`config.mk`:
```
export PLATFORM = sky130hd
export DESIGN_NAME = obs_register
export DESIGN_NICKNAME = d
export VERILOG_FILES = /design/src/rtl/obs_pkg.sv /design/src/rtl/obs_feedback.sv /design/src/rtl/obs_slice.sv /design/src/rtl/obs_register.sv
export SDC_FILE = /design/constraint.sdc
export NUM_CORES = 1
export LEC_CHECK = 0
export BUFFER_PORTS_ARGS = -buffer_cell sky130_fd_sc_hd__buf_2
export CAP_MARGIN = 0
export CORE_AREA = 2 2 39 41
export CTS_CLUSTER_DIAMETER = 120
export DETAILED_ROUTE_END_ITERATION = 8
export DIE_AREA = 0 0 41 43
export MAX_ROUTING_LAYER = met4
export PLACE_DENSITY = 0.39
export SETUP_SLACK_MARGIN = 0.5
export SLEW_MARGIN = 5
export SYNTH_ARGS = -nofsm -noshare
export SYNTH_HDL_FRONTEND = slang
export SYNTH_HIERARCHICAL = 1
export SYNTH_SLANG_ARGS = --single-unit
```
`constraint.sdc`:
```
create_clock -name clk -period 2.3 [get_ports clk]
set_input_delay 0.46 -clock clk [delete_from_list [all_inputs] [get_ports clk]]
set_output_delay 0.46 -clock clk [all_outputs]
set_load 0.02 [all_outputs]
```
`src/rtl/obs_pkg.sv`:
```
package obs_pkg;
  typedef enum logic [1:0] {
    MODE_SCAN  = 2'b00,
    MODE_GEN   = 2'b01,
    MODE_CLEAR = 2'b10,
    MODE_FUNC  = 2'b11
  } obs_mode_e;
endpackage

```
`src/rtl/obs_feedback.sv`:
```
module obs_feedback #(
  parameter int W = 3,
  parameter logic [W-1:0] TAPS = 3'b101
) (
  input  logic [W-1:0] state,
  output logic         fb
);
  // parity of the tapped state bits, fed into bit 0
  assign fb = ^(state & TAPS);
endmodule

```
`src/rtl/obs_slice.sv`:
```
module obs_slice
  import obs_pkg::*;
(
  input  logic      clk,
  input  logic      rst,
  input  obs_mode_e mode,
  input  logic      d_bit,
  input  logic      scan_src,
  input  logic      gen_src,
  output logic      q_bit
);
  always_ff @(posedge clk) begin
    if (rst) begin
      q_bit <= 1'b1;
    end else begin
      unique case (mode)
        MODE_SCAN:  q_bit <= scan_src;
        MODE_GEN:   q_bit <= gen_src ^ d_bit;
        MODE_CLEAR: q_bit <= 1'b0;
        default:    q_bit <= d_bit;
      endcase
    end
  end
endmodule

```
`src/rtl/obs_register.sv`:
```
module obs_register
  import obs_pkg::*;
#(
  parameter int W = 3,
  parameter logic [W-1:0] TAPS = 3'b101
) (
  input  logic         clk,
  input  logic         rst,
  input  logic [1:0]   mode,
  input  logic [W-1:0] d,
  input  logic         si,
  output logic [W-1:0] q,
  output logic         so
);
  localparam int MSB = W - 1;

  obs_mode_e mode_e;
  logic      fb;
  logic [W-1:0] scan_src;
  logic [W-1:0] gen_src;

  assign mode_e = obs_mode_e'(mode);

  obs_feedback #(.W(W), .TAPS(TAPS)) u_fb (
    .state (q),
    .fb    (fb)
  );

  for (genvar i = 0; i < W; i++) begin : g_bit
    if (i == 0) begin : g_head
      assign scan_src[i] = si;
      assign gen_src[i]  = fb;
    end else begin : g_body
      assign scan_src[i] = q[i-1];
      assign gen_src[i]  = q[i-1];
    end
    obs_slice u_slice (
      .clk      (clk),
      .rst      (rst),
      .mode     (mode_e),
      .d_bit    (d[i]),
      .scan_src (scan_src[i]),
      .gen_src  (gen_src[i]),
      .q_bit    (q[i])
    );
  end

  assign so = q[MSB];

  assert_func_capture_R2: assert property (@(posedge clk) disable iff (rst)
    (mode_e == MODE_FUNC) |=> (q == $past(d)));

  assert_scan_shift_R3: assert property (@(posedge clk) disable iff (rst)
    (mode_e == MODE_SCAN) |=> (q == {$past(q[MSB-1:0]), $past(si)}));

  assert_clear_zero_R4: assert property (@(posedge clk) disable iff (rst)
    (mode_e == MODE_CLEAR) |=> (q == '0));

  assert_gen_compact_R6: assert property (@(posedge clk) disable iff (rst)
    (mode_e == MODE_GEN) |=>
      (q == ({$past(q[MSB-1:0]), ^($past(q) & TAPS)} ^ $past(d))));

  assert_gen_nonzero_R7: assert property (@(posedge clk) disable iff (rst)
    (mode_e == MODE_GEN && d == '0 && q != '0) |=> (q != '0));
endmodule

```
==> reports/metrics.csv, run 1 <==
metric,value,unit
status,completed,
Synth-to-Final Area Change,52.82,%
reg-to-reg endpoint,g_bit[0].u_slice/q_bit,
crit path DAT,0.82,ns
Least-Margin Pin Slew,0.1796,ns
ANT nets after route,0,
Initial Utilization,12.84,%
# Post-CTS Setup Buffers,0,
worst hold margin,0.4815,ns
R2R depth,4,
Hold Fails Final Rpt,0,
clk slew on worst S/H paths,0.03,ns
Final Max Slew Viols,0,
Peak supply drop,0.0001711,V
cell family with most CP delay,flip-flops,
CP bufs+invs,1,
flop2flop setup slack,1.29,ns
"Slowest-stage cell, CP",dfxtp_1,
GRT overflow,0,
RSZ-0062 raised after global routing,no,
TritonRoute pass-1 iters,3,
Max Buffers Root-to-Sink,2,
pwr dens,722.5,nW/um^2
Vias,183,
initial antenna violation count,0,
H-tree levels,1,
Tmin final,1.283,ns
Biggest register,g_bit.u_slice/q_bit,
Setup CP Type,flip-flop to primary output,
Post-Syn Area per Cell,8.884,sq um
Chip Height,43,um
CTS Buf Count,3,
Clk Tree Root Cell,clkbuf_4,
drt total wl,433,um
Final period util,55.78,%
n_diodes,0,
reg2reg start,g_bit[0].u_slice/q_bit,
Post-Syn Area,177.7,sq um
first-pass GRT wire length,600,um
CP startpoint kind,flip-flop,
crit path launch,g_bit[0].u_slice/q_bit,
"Net Count, Synth",28,
DRC Markers,0,
worst-path cell chain,buf_2,
final std cells w/o fill,50,
initial DRC count,3,
Worst-Skew Late Latency,0.23,ns
all-layer global routing usage,6.166,%
Seq cells post-synth,3,
CP max stage delay,0.40,ns
# resized after CTS,0,
post-synth cell types,8,
layout net count,43,
Leak,0.1232,nW
I/O pin total,12,
fillers,155,
Sink Count,3,
area of the die,1763,sq um
"commonest non-fill, non-tap cell in the layout",buf_2,
vias per cell,3.660,
die width,41,um
max reg flops,3,
vias in the first global route,154,
Post-Place Cells,46,
CTS hold repair buffers,0,
"Seq/Total Area, Yosys",33.80,%
worst-path maximum fanout,5,
Crit path depth,1,
CP endpoint,q[0],
layout cells sized above 1,41.18,%
CTS tree,yes,
WP data required,1.84,ns
Setup-failing EPs final,0,
pin count of the biggest net entering global routing,7,
cell count after synthesis,20,
worst clock skew,0.005562,ns
total design power,0.1962,mW
setup_tns,0,ns
routed length per instance,8.660,um
GP Congestion,0.6485,
Worst Setup End Kind,primary output,
Largest regs,g_bit.u_slice/q_bit x3,
Core Footprint,1384,sq um
max_cap viols,0,
std cell rows,14,
Min-Delay Path Class,primary input to flip-flop,
synth warn,6,
Worst slew margin,88.01,%
fmax,779.5,MHz
IO Port Bufs,11,
cell type report:
| cell class | count | area, sq um | area share [%] |
|---|---|---|---|
| timing repair buffer | 11 | 55.05 | 20.28 |
| clock buffer | 4 | 26.28 | 9.677 |
| tap | 16 | 20.02 | 7.373 |
| sequential | 3 | 60.06 | 22.12 |
| multi-input combinational | 16 | 110.1 | 40.55 |
tightest hold or removal path: cells and delay by family:
family	cells	cell delay [ns]
AOI/OAI and AO/OA	2	0.10
buffers and inverters	1	0.10
power breakdown:
group / internal (mW) / leakage, nW / switching [mW]
Combinational: 0.0194 / 0.0831 / 0.0222
Sequential: 0.0572 / 0.0252 / 0.00492
Clock: 0.0650 / 0.0150 / 0.0274
through the flow:
| stage | utilization, % | cell area (sq um) | setup WS [ns] |
|---|---|---|---|
| after floorplan | - | 177.7 | 1.205 |
| after global placement | 17.72 | 245.2 | 1.195 |
| after detailed placement | 17.72 | 245.2 | 1.194 |
| after CTS | 19.62 | 271.5 | 1.011 |
| after global routing | 19.62 | 271.5 | 0.9781 |
| final | 19.62 | 271.5 | 1.017 |
metal layers:
layer  GRT usage, %  up-vias  wire, um
met5              -        -         0
met3          3.141        0        46
li1               -       99         -
met2          6.563        7       194
met4          8.000        0         0
met1          6.731       77       192
how the worst min path moves through the flow:
| stage | start | to | slack, ns | cells past startpoint |
|---|---|---|---|---|
| detailed placement | g_bit[1].u_slice/q_bit | g_bit[2].u_slice/q_bit | 0.57 | 3 |
| finish | rst | g_bit[2].u_slice/q_bit | 0.48 | 3 |
| global route | mode[1] | g_bit[2].u_slice/q_bit | 0.50 | 2 |
| floorplan | mode[1] | g_bit[0].u_slice/q_bit | 0.56 | 1 |
| global placement | g_bit[1].u_slice/q_bit | g_bit[2].u_slice/q_bit | 0.57 | 2 |
| CTS | rst | g_bit[0].u_slice/q_bit | 0.47 | 3 |
logic make-up after synthesis:
logic type                share of synthesized area [%]
AOI/OAI and AO/OA                                 19.01
and+or+nand+nor                                   21.13
muxes                                             16.90
DFF                                               33.80
xor gates and xnor gates                          4.930
buffers and inverters                             4.227
Yosys cell counts:
cell type	n	share of area [%]
a31oi_1	3	11
dfxtp_1	3	34
mux2i_1	3	17
nand2b_1	3	11
nor2b_1	3	11
o21ai_1	3	8.4
buf_4	1	4.2
xor2_1	1	4.9
(Power assumes the default switching activity.)
==> inputs of run 2 (changes only) <==
- ABC_AREA: not set -> 1
- PLACE_DENSITY: 0.39 -> 0.42
- clock period: 2.3 -> 1.3 ns (I/O delays scaled with it)
==> reports/metrics.csv, run 2 <==
metric,value,unit,change
status,completed,,
Initial Utilization,14.92,%,+2.1 points
Least-Margin Pin Slew,0.1074,ns,-0.07227 ns
"commonest non-fill, non-tap cell in the layout",nand2_1,,
Vias,257,,+40%
Worst Setup End Kind,primary output,,
final std cells w/o fill,71,,+42%
top-count cell post-synth,nand2_1,,
initial antenna violation count,0,,unchanged
std cell rows,14,,unchanged
"Slowest-stage cell, CP",dfxtp_4,,
I/O pin total,12,,unchanged
Worst slew margin,92.84,%,+4.8 points
all-layer global routing usage,8.419,%,+2.3 points
"Net Count, Synth",47,,+68%
Synth-to-Final Area Change,70.91,%,
CP max stage delay,0.35,ns,-0.05 ns
CTS Buf Count,3,,unchanged
max_cap viols,0,,unchanged
max reg flops,3,,unchanged
cell count after synthesis,39,,+95%
"Seq/Total Area, Yosys",29.09,%,-4.7 points
Sw Pwr,0.1120,mW,+110%
final core occ,25.50,%,+5.9 points
worst clock skew,0.007967,ns,+0.002405 ns
cell family with most CP delay,flip-flops,,
Min-Delay Path Class,primary input to flip-flop,,
combinational power share,26.7,%,+5.5 points
TritonRoute pass-1 iters,2,,-1
GP Congestion,0.6185,,-4.6%
Post-Syn Area per Cell,5.294,sq um,-40%
WP data required,1.04,ns,-0.80 ns
GRT overflow,0,,unchanged
Sw Share,29.55,%,+1.7 points
Hold Fails Final Rpt,0,,unchanged
layout net count,64,,+49%
CTS hold repair buffers,0,,unchanged
Tmin final,0.9740,ns,
Peak supply drop,0.0003258,V,+90%
CP startpoint kind,flip-flop,,
synth warn,6,,unchanged
IO Port Bufs,11,,unchanged
Setup CP Type,flip-flop to primary output,,
Worst-Skew Late Latency,0.24,ns,about the same
CP bufs+invs,1,,unchanged
Leak,0.2123,nW,+72%
n_diodes,0,,unchanged
DPL Wire Length,422.8,um,
pwr dens,1074,nW/um^2,+49%
Max Buffers Root-to-Sink,2,,unchanged
H-tree levels,1,,unchanged
Core Footprint,1384,sq um,unchanged
area of the die,1763,sq um,unchanged
Chip Height,43,um,unchanged
most frequent cells in the layout,"nand2_1 (18), buf_2 (7), inv_1 (6)",,
Cell Int Power,0.2670,mW,+89%
Post-Place Cells,65,,+41%
Biggest register,g_bit.u_slice/q_bit,,
post-synth top area cell,nand2_1,,
sequential share of power,29.4,%,-2.3 points
ys flop type,dfxtp_1,,
post-synth cell types,7,,-1
CTS tree,yes,,
fmax,1027,MHz,
die width,41,um,unchanged
Final Max Slew Viols,0,,unchanged
layout cells sized above 1,38.18,%,-3.0 points
Final period util,74.93,%,
Post-Syn Area,206.4,sq um,+16%
vias per cell,3.620,,-1.1%
Seq cells post-synth,3,,unchanged
DRC Markers,0,,unchanged
routed length per instance,8.014,um,-7.5%
"EDFF count, synth",0,,unchanged
ANT nets after route,0,,unchanged
first-pass GRT wire length,910,um,+52%
Largest regs,g_bit.u_slice/q_bit x3,,
Clk Tree Root Cell,clkbuf_4,,
worst-path cell chain,buf_6,,
Sink Count,3,,unchanged
"FFs w/ async S/R, synth",0,%,unchanged
list of most frequent post-synthesis cells,"nand2_1 (18), inv_1 (8)",,
Setup-failing EPs final,0,,unchanged
initial DRC count,1,,-2
Clock Power Share,43.8,%,-3.3 points
Synth top area share,32.73,%,-1.1 points
RSZ-0062 raised after global routing,yes,,
vias in the first global route,250,,+62%
drt total wl,569,um,+31%
setup_tns,0,ns,unchanged
pin count of the biggest net entering global routing,7,,unchanged
crit path DAT,0.71,ns,-0.11 ns
clk slew on worst S/H paths,0.04,ns,about the same
Area contributors post-synth,"nand2_1 (33%), dfxtp_1 (29%), inv_1 (15%), a21oi_1 (7.3%), nand3_1 (7.3%)",,
fillers,160,,+3.2%
worst-path maximum fanout,4,,-1
-- run 2: routing by layer --
layer / part of all wire [%] / routed length (um) / vias up / track usage (%)
li1: - / - / 145 / -
met1: 42 / 238 / 104 / 7.029
met2: 50 / 284 / 6 / 13.13
met3: 7.0 / 40 / 2 / 3.141
met4: 1.1 / 6 / 0 / 8.000
met5: 0 / 0 / - / -
-- run 2: path summary, 6_finish.rpt --
path	startpoint	to	slack [ns]	cells past startpoint
worst max-delay path	g_bit[0].u_slice/q_bit	q[0]	0.33	1
worst min-delay path	si	g_bit[0].u_slice/q_bit	0.25	3
worst max register to register	g_bit[0].u_slice/q_bit	g_bit[0].u_slice/q_bit	0.44	8
worst min register to register	g_bit[1].u_slice/q_bit	g_bit[2].u_slice/q_bit	0.60	3
-- run 2: layout make-up --
cell class,instances,area [sq um],area share [%]
multi-input cells,27,108.9,30.85
repair buffers,13,98.84,28.01
flip-flops and latches,3,68.82,19.50
inverters,8,30.03,8.511
clock buffers,4,26.28,7.447
well taps,16,20.02,5.674
-- run 2: logic make-up after synthesis --
logic type             after synthesis  synth area share [%]
buffers and inverters                9                 18.18
flip-flops                           3                 29.09
AND/OR/NAND/NOR                     24                 45.45
AO/OA/AOI/OAI                        3                 7.271
-- run 2: repair_timing --
item,CTS,global route
setup buffers,2,0
gates resized for setup,8,1
pin swaps,0,0
setup endpoints to repair,5,7
-- run 2: per-stage QoR --
stage          area (sq um)  total power, mW  hold slack (ns)  setup WS (ns)
2_1_floorplan         215.2           0.1612           0.3548         0.4697
3_5_place_dp          282.8           0.1905           0.4924         0.4328
3_3_place_gp          282.8           0.1892           0.4848         0.4587
6_report              352.8           0.3790           0.2511         0.3260
4_1_cts               349.1           0.3858           0.2445         0.3141
5_1_grt               352.8           0.4079           0.2558         0.2979
-- run 2: power by group through the flow --
stage | logic [mW] | registers, mW | clock network [mW]
floorplan | 0.0397 | 0.122 | 0
global placement | 0.0769 | 0.112 | 0
detailed placement | 0.0775 | 0.113 | 0
CTS | 0.100 | 0.112 | 0.174
global route | 0.111 | 0.114 | 0.183
finish | 0.101 | 0.112 | 0.166
==> inputs of run 3 (changes only) <==
- clock period: 1.3 -> 0.9 ns (I/O delays scaled with it)
==> reports/metrics.csv, run 3 (synthesized netlist as in run 2, its figures left out) <==
metric,value,unit,change
Hold Fails Final Rpt,0,,unchanged
Worst Setup End Kind,primary output,,
Largest regs,g_bit.u_slice/q_bit x3,,
GRT overflow,0,,unchanged
sequential share of power,29.5,%,about the same
Setup-failing EPs final,0,,unchanged
CTS tree,yes,,
DRC Markers,0,,unchanged
Sw Share,29.30,%,-0.26 points
combinational power share,28.2,%,+1.5 points
TritonRoute pass-1 iters,3,,+1
layout net count,64,,unchanged
Placed Area,285.3,sq um,+0.89%
CP startpoint kind,flip-flop,,
initial antenna violation count,0,,unchanged
all-layer global routing usage,8.008,%,-0.41 points
first-pass GRT wire length,814,um,-11%
cell family with most CP delay,flip-flops,,
"Slowest-stage cell, CP",dfxtp_4,,
hold depth,3,,unchanged
Final Max Slew Viols,0,,unchanged
Vias,277,,+7.8%
Peak supply drop,0.0004130,V,+27%
worst-path maximum fanout,4,,unchanged
Cell Int Power,0.3898,mW,+46%
H-tree levels,1,,unchanged
Biggest register,g_bit.u_slice/q_bit,,
Sink Count,3,,unchanged
GP Congestion,0.6634,,+7.3%
Max Buffers Root-to-Sink,2,,unchanged
layout cells sized above 1,45.45,%,+7.3 points
worst-path cell chain,buf_6,,
"commonest non-fill, non-tap cell in the layout",nand2_1,,
CP bufs+invs,1,,unchanged
Least-Margin Pin Slew,0.1062,ns,-0.001179 ns
Chip Height,43,um,unchanged
Setup CP Type,flip-flop to primary output,,
setup_tns,0,ns,unchanged
die width,41,um,unchanged
post-route cell area,371.6,sq um,+5.3%
initial DRC count,2,,+1
pwr dens,1484,nW/um^2,+38%
RSZ-0062 raised after global routing,yes,,
vias in the first global route,231,,-7.6%
CP max stage delay,0.36,ns,about the same
fmax,1121,MHz,
Min-Delay Path Class,primary input to flip-flop,,
WP data required,0.72,ns,-0.32 ns
area of the die,1763,sq um,unchanged
n_diodes,0,,unchanged
Core Footprint,1384,sq um,unchanged
Leak,0.2157,nW,+1.6%
Crit path depth,1,,unchanged
pin count of the biggest net entering global routing,7,,unchanged
status,completed,,
std cell rows,14,,unchanged
Clock Power Share,42.3,%,-1.5 points
R2R depth,8,,unchanged
CTS Buf Count,3,,unchanged
Clk Tree Root Cell,clkbuf_4,,
max_cap viols,0,,unchanged
Initial Utilization,14.92,%,unchanged
max reg flops,3,,unchanged
drt total wl,581,um,+2.1%
crit path DAT,0.71,ns,about the same
Synth-to-Final Area Change,80.00,%,
most frequent cells in the layout,"nand2_1 (15), buf_2 (7), inv_1 (6), buf_6 (6)",,
routed length per instance,8.183,um,+2.1%
Tmin final,0.8920,ns,
DPL Wire Length,407.2,um,-3.7%
vias per cell,3.901,,+7.8%
I/O pin total,12,,unchanged
clk slew on worst S/H paths,0.04,ns,about the same
Final period util,99.11,%,
Sw Pwr,0.1615,mW,+44%
Worst slew margin,92.92,%,about the same
Worst-Skew Late Latency,0.23,ns,about the same
IO Port Bufs,11,,unchanged
worst clock skew,0.001818,ns,-0.006148 ns
ANT nets after route,0,,unchanged
CTS hold repair buffers,0,,unchanged
==> run 3: cell counts in the layout (fill, tap and decap cells not counted) <==
No cell type changed its count.
==> run 3: layer usage <==
| layer | GRT usage, % | wire length (um) | vias to the layer above |
|---|---|---|---|
| li1 | - | - | 145 |
| met1 | 5.751 | 238 | 123 |
| met2 | 12.19 | 289 | 9 |
| met3 | 7.853 | 53 | 0 |
| met4 | 4.000 | 0 | 0 |
| met5 | - | 0 | - |
==> run 3: path summary, 6_finish.rpt <==
path	endpoint	startpoint	slack (ns)
max reg2reg	g_bit[0].u_slice/q_bit	g_bit[0].u_slice/q_bit	0.05
max	so	g_bit[2].u_slice/q_bit	0.008
min	g_bit[0].u_slice/q_bit	si	0.17
min reg2reg	g_bit[2].u_slice/q_bit	g_bit[1].u_slice/q_bit	0.60
==> run 3: area by class of cell <==
| type | count | area (sq um) |
|---|---|---|
| clock buffer | 4 | 26.28 |
| multi-input combinational | 27 | 121.4 |
| fill | 160 | 1012 |
| timing repair buffer | 13 | 102.6 |
| sequential | 3 | 71.32 |
| inverter | 8 | 30.03 |
| tap | 16 | 20.02 |
==> run 3: stage by stage <==
step	hold WS, ns	worst slack [ns]	power [mW]	instances	utilization (%)
global placement	0.4027	0.05178	0.2730	65	20.61
detailed placement	0.4014	0.03749	0.2746	65	20.61
CTS	0.1588	-0.009436	0.5665	71	26.67
global route	0.1772	-0.05642	0.6055	71	26.85
floorplan	0.2748	0.06984	0.2320	39	-
finish	0.1685	0.008037	0.5514	71	26.85
==> run 3: power by group through the flow <==
stage          sequential, mW  clock [mW]  combinational, mW
6_report                0.163       0.233              0.156
3_5_place_dp            0.163           0              0.111
4_1_cts                 0.162       0.249              0.155
3_3_place_gp            0.163           0              0.110
5_1_grt                 0.163       0.271              0.172
2_1_floorplan           0.175           0             0.0573
==> run 3: timing repair <==
item | CTS | global route
hold endpoints to repair | 0 | 0
endpoints found under the setup margin | 7 | 7
resized for setup | 13 | 1
pin swaps | 2 | 0
setup buffers | 2 | 0
